File: src/rtl/irq_dual_clr_pkg.sv
package irq_dual_clr_pkg;
    localparam int NSRC     = 2;
    localparam int SRC_RES  = 0;
    localparam int SRC_FULL = 1;

    typedef struct packed {
        logic full_pend;
        logic not_full;
    } sys_stat_t;
endpackage

File: src/rtl/irq_edge_rise.sv
module irq_edge_rise #(
    parameter int N = 2
) (
    input  logic         clk,
    input  logic         rst_n,
    input  logic [N-1:0] lvl,
    output logic [N-1:0] rise
);
    logic [N-1:0] prev_d, prev_q;

    always_comb begin
        prev_d = lvl;
    end

    always_ff @(posedge clk) begin
        if (!rst_n) prev_q <= '0;
        else        prev_q <= prev_d;
    end

    assign rise = lvl & ~prev_q;
endmodule

File: src/rtl/irq_word_cnt.sv
module irq_word_cnt #(
    parameter int W = 4
) (
    input  logic         clk,
    input  logic         rst_n,
    input  logic         load,
    input  logic [W-1:0] load_val,
    input  logic         dec,
    output logic [W-1:0] cnt
);
    logic [W-1:0] cnt_d, cnt_q;

    always_comb begin
        cnt_d = cnt_q;
        if (load)                   cnt_d = load_val;
        else if (dec && cnt_q != 0) cnt_d = cnt_q - 1'b1;
    end

    always_ff @(posedge clk) begin
        if (!rst_n) cnt_q <= '0;
        else        cnt_q <= cnt_d;
    end

    assign cnt = cnt_q;
endmodule

File: src/rtl/irq_pend_flags.sv
module irq_pend_flags #(
    parameter int N = 2
) (
    input  logic         clk,
    input  logic         rst_n,
    input  logic [N-1:0] set,
    input  logic [N-1:0] clr,
    output logic [N-1:0] flag
);
    logic [N-1:0] flag_d, flag_q;

    for (genvar i = 0; i < N; i++) begin : g_flag
        always_comb begin
            flag_d[i] = flag_q[i];
            if (set[i])      flag_d[i] = 1'b1;
            else if (clr[i]) flag_d[i] = 1'b0;
        end
    end

    always_ff @(posedge clk) begin
        if (!rst_n) flag_q <= '0;
        else        flag_q <= flag_d;
    end

    assign flag = flag_q;
endmodule

File: src/rtl/irq_dual_clr.sv
module irq_dual_clr
    import irq_dual_clr_pkg::*;
#(
    parameter int CNT_W = 4
) (
    input  logic             clk,
    input  logic             rst_n,
    input  logic             result_evt,
    input  logic [CNT_W-1:0] result_words,
    input  logic             data_rd,
    input  logic             rstat_rd,
    input  logic             port_en,
    input  logic             full_lvl,
    input  logic             sstat_rd,
    input  logic             sys_en,
    output logic             irq_n,
    output logic [CNT_W:0]   rstat,
    output logic [1:0]       sstat
);
    logic [NSRC-1:0]  lvl, rise, set, clr, flag, en;
    logic [CNT_W-1:0] words_left;
    sys_stat_t        sys_w;

    always_comb begin
        lvl           = '0;
        lvl[SRC_RES]  = result_evt;
        lvl[SRC_FULL] = full_lvl;
    end

    irq_edge_rise #(.N(NSRC)) u_rise (
        .clk  (clk),
        .rst_n(rst_n),
        .lvl  (lvl),
        .rise (rise)
    );

    irq_word_cnt #(.W(CNT_W)) u_cnt (
        .clk     (clk),
        .rst_n   (rst_n),
        .load    (rise[SRC_RES]),
        .load_val(result_words),
        .dec     (data_rd),
        .cnt     (words_left)
    );

    always_comb begin
        set           = rise;
        clr           = '0;
        clr[SRC_RES]  = rstat_rd && (words_left == '0);
        clr[SRC_FULL] = sstat_rd && !full_lvl;
        en            = '0;
        en[SRC_RES]   = port_en;
        en[SRC_FULL]  = sys_en;
    end

    irq_pend_flags #(.N(NSRC)) u_flags (
        .clk  (clk),
        .rst_n(rst_n),
        .set  (set),
        .clr  (clr),
        .flag (flag)
    );

    always_comb begin
        sys_w.full_pend = flag[SRC_FULL];
        sys_w.not_full  = !full_lvl;
        irq_n           = ~|(flag & en);
        rstat           = {flag[SRC_RES], words_left};
        sstat           = sys_w;
    end
endmodule

File: config.mk
export PLATFORM = sky130hd
export DESIGN_NAME = irq_dual_clr
export DESIGN_NICKNAME = d
export VERILOG_FILES = /design/src/rtl/irq_dual_clr_pkg.sv /design/src/rtl/irq_edge_rise.sv /design/src/rtl/irq_word_cnt.sv /design/src/rtl/irq_pend_flags.sv /design/src/rtl/irq_dual_clr.sv
export SDC_FILE = /design/constraint.sdc
export NUM_CORES = 1
export LEC_CHECK = 0
export ABC_AREA = 1
export BUFFER_PORTS_ARGS = -buffer_cell sky130_fd_sc_hd__buf_2
export CAP_MARGIN = 20
export CORE_AREA = 2 2 39 41
export DETAILED_ROUTE_END_ITERATION = 12
export DIE_AREA = 0 0 41 43
export GPL_TIMING_DRIVEN = 0
export PLACE_DENSITY = 0.56
export SETUP_SLACK_MARGIN = 0.1
export SLEW_MARGIN = 20
export SYNTH_ARGS = -nofsm -noshare
export SYNTH_HDL_FRONTEND = slang
export SYNTH_SLANG_ARGS = --single-unit
export TNS_END_PERCENT = 20
File: constraint.sdc
create_clock -name clk -period 2.7 [get_ports clk]
set_input_delay 0.54 -clock clk [delete_from_list [all_inputs] [get_ports clk]]
set_output_delay 0.54 -clock clk [all_outputs]
set_load 0.02 [all_outputs]
# Word level (Yosys, flattened, before mapping)
# Cells that the tools add are included.
# totals
regBits	8
input_bits	13
out_inout_bits	8
word_cells	25
# classes
n_addsub	1
mux	6
n_bitwise	3
n_reduce_logical	11
# op_table
operator	count
$mux W4	2
$reduce_bool A2 Y1	3
$and A2 B2 Y2	2
$logic_not A4 Y1	1
$mux W1	4
$reduce_bool A4 Y1	1
$sub A4 B1 Y4 const B	1
$logic_and A1 B1 Y1	3
$logic_not A1 Y1	2
$not A2 Y2	1
$reduce_or A2 Y1	1

# Logic depth before layout (Yosys ltp)
# logic_depth
depth_word	4
ltp_mapped	8
mapped_depth_nobuf	8

# By module
# Synthesis repeated with hierarchy kept, for this count alone.
# hier_totals
hier_cells	74
area_unflattened_um2	470.5
# by_module_without_submodules
mod	instances	cells_per_inst	area_per_inst_um2	seq_area_each_um2
irq_word_cnt	1	40	270.3	80.1
irq_pend_flags	1	11	76.3	40.0
irq_edge_rise	1	10	75.1	40.0
irq_dual_clr	1	13	48.8	0.0

# Least setup slack after synthesis
# OpenSTA, ideal clock, no wires.
# synth_timing
path_type	input to output
startpoint	in sys_en
endpoint	out irq_n
arrival_time_ps	883
required_time_ps	2160
slack_ps	1277
cell_stages	2
path_buffers	0
path_cell_list	a22o_1 inv_1
# synth_between
elab_chain_len	3
# synth_lines
element	line	rtl
start: declaration	irq_dual_clr.sv:15	input logic sys_en,
$and A2 B2 Y2	irq_dual_clr.sv:67	irq_n = ~|(flag & en);
$reduce_or A2 Y1	irq_dual_clr.sv:67	
$logic_not A1 Y1	irq_dual_clr.sv:67	
end: declaration	irq_dual_clr.sv:16	output logic irq_n,
# No other way between the ends.

# Final worst setup path
# Same ends and word-level chain as after synthesis.

==> impl_metrics.tcl <==
set metrics [dict create \
    worstPathArrival_ns 1.03 \
    drc 0 \
    clkPwrFrac_pct 27.3 \
    p_sw_w 0.000121 \
    fin_skew_ns 0.00628 \
    p_int_w 0.000227 \
    layout.nets 96 \
    routed_wl_um 876 \
    rsz0062_at_grt "no" \
    grt.total_usage_pct 12.7 \
    worstPathCellList "buf_2 > a22o_1 > inv_1 > buf_2" \
    post_synth.cell_area_avg_um2 7.24 \
    r2r_cells 8 \
    post_cts_resized 0 \
    cts.path.max_buffers 2 \
    synth.largest_area_cell "dfxtp_1" \
    initialDrtViolationCount 0 \
    stdcell_count 96 \
    synthCells 57 \
    vias_per_cell 4.34 \
    hold-path-cell-count 3 \
    ys_warn_count 0 \
    cts_hold_buf 0 \
    grt_overflow 0 \
    grt_pass1_wl_um 1360 \
    antenna_left 0 \
    tightest_slew_ns 0.168 \
    die-width_um 41 \
    dp_cells 93 \
    cp.required_ns 2.16 \
    setup-violations-final 0 \
    cts_tree "yes" \
    detailroute.wirelength.met2_um 396 \
    core_um2 1380 \
    ir_drop_uv 271 \
    via_count 417 \
    place_area_um2 533 \
    final_area_um2 556 \
    numCtsBuffers 3 \
    cts-root-buf "clkbuf_4" \
    yosysUniqueCellTypes 18 \
    start_util_pct 29.8 \
    clock_sinks 8 \
    place_congestion 0.670 \
    dpl.hpwl_um 674 \
    first_global_vias 331 \
    switching_share_pct 34.7 \
    clock.fmax_mhz 636 \
    max-slew-margin-rel_pct 88.7 \
    dieArea_um2 1760 \
    clkTransAtPathRegs_ns 0.05 \
    drive_gt1_share_pct 36.3 \
    cp_slowest_cell "a22o_1" \
    status "completed" \
    drtPass1Iterations 1 \
    cts_setup_buffers 0 \
    hold_viol 0 \
    whs_ns 0.476 \
    finalSetupTns_ns 0 \
    diodes 0 \
    routed.top_layer "met4" \
    seq_area_frac_synth_pct 38.8 \
    port-buffer-count 20 \
    syn_area_um2 413 \
    wl_met1_um 397 \
    die_h_um 43 \
    max_stage_delay_ns 0.21 \
    htree_levels 1 \
    wire_per_inst_um 9.13 \
    critPathKind "in2out" \
    yosysTopAreaCellShare_pct 38.8 \
    grt_max_degree 8 \
    power.share.sequential_pct 41.2 \
    power_frac_comb_pct 31.5 \
    areaGrowthSynthToFinish_pct 34.5 \
    slew_viol_final 0 \
    min_period_ns 1.57 \
    powerDensity_nw_per_um2 627 \
    crit_path_max_fanout 1 \
    crit_top_cell "buf_2" \
    io_pins 21 \
    wl_met3_um 72 \
    min_path_type "in2reg" \
    power.leakage_nw 0.303 \
    rows 14 \
    netlist_top_cells_area "dfxtp_1, nand2_1, inv_1" \
    antenna_found_initial 0 \
    min_period_over_period_pct 58.2 \
    ys_ff_latch 8 \
    maxCapViolations 0 \
    cp-end-kind "primary output" \
    synth_fp_nets 71 \
    startpoint_type "input pin" \
    clk_latency_ns 0.26 \
]
-- per-stage QoR --
stage | worst slack (ns) | power [W] | utilization [%]
6_report | 1.13 | 0.000348 | 40.1
5_1_grt | 1.09 | 0.000379 | 40.1
4_1_cts | 1.13 | 0.000358 | 40.1
3_5_place_dp | 1.13 | 0.000257 | 38.5
3_3_place_gp | 1.13 | 0.000257 | 38.5
2_1_floorplan | 1.28 | 0.000224 | -
-- synth_stat cells (all sizes together) --
master and count:
dfxtp 8, a21oi 5, nor2 7, o21ai 4, nand3 4, ha 1, xor2 2, or2 1
nand2 12, a21boi 1, inv 10, clkinv 1, a22o 1
-- logic make-up (layout without fill, tap and decap cells) --
kind of cell	after synthesis	count (layout)	synth area share, %
AO/OA/AOI/OAI	11	11	15.8
XOR/XNOR	2	2	4.24
adder cells (fa/ha/maj)	1	1	3.03
buffers and inverters	11	34	10.3
flip-flops	8	8	38.8
AND/OR/NAND/NOR	24	24	27.9
-- path summary, 6_finish.rpt --
kind	from	end	slack, ns
worst max register to register	u_cnt.cnt[0]	u_cnt.cnt[1]	1.49
worst max-delay path	sys_en	irq_n	1.13
worst min register to register	u_flags.flag[0]	u_flags.flag[0]	0.48
worst min-delay path	result_evt	u_rise.prev_q[0]	0.48
-- critical path, delay by kind of cell --
kind	cells	cell delay (ns)
buf+inv	3	0.28
compound gates	1	0.21
-- routing by layer --
metal,up-vias,global-route usage [%]
met4,0,8.00
met5,-,0
met1,179,15.5
li1,223,-
met3,2,9.42
met2,13,15.0
-- final cells by class --
type / instances / area [µm²]
clock buffer: 3 / 22.5
fill: 161 / 828
inverter: 11 / 42.5
multi-input combinational: 38 / 210
sequential: 8 / 160
tap: 16 / 20.0
timing repair buffer: 20 / 100
-- state kept, by name, indices dropped and copies added, names as in the netlist --
| name | count |
|---|---|
| u_rise.prev_q | 2 |
| u_flags.flag | 2 |
| u_cnt.cnt | 4 |
-- power by group through the flow --
stage               clock network, W  logic (W)  registers [W]
floorplan                          0  0.0000644       0.000160
global placement                   0   0.000110       0.000147
detailed placement                 0   0.000111       0.000147
CTS                         0.000103   0.000111       0.000144
global route                0.000108   0.000125       0.000146
finish                     0.0000951   0.000110       0.000144
-- cells in the final DEF, fill, tap and decap left out --
| cell | synthesis | final |
|---|---|---|
| inv_1 | 9 | 9 |
| nor2_1 | 6 | 6 |
| nand3_1 | 4 | 4 |
| nand2_1 | 10 | 10 |
| buf_2 | 0 | 20 |
| clkinv_2 | 1 | 1 |
| a22o_1 | 1 | 1 |
| a21boi_0 | 1 | 1 |
| nand2_4 | 1 | 1 |
| o21ai_0 | 4 | 4 |
| nor2_4 | 1 | 1 |
| dfxtp_1 | 8 | 8 |
| clkbuf_4 | 0 | 3 |
| or2_0 | 1 | 1 |
| xor2_1 | 2 | 2 |
| nand2_2 | 1 | 1 |
| ha_1 | 1 | 1 |
| inv_2 | 1 | 1 |
| a21oi_2 | 1 | 1 |
| a21oi_1 | 4 | 4 |
No activity file was read; power rests on OpenSTA's default activity.
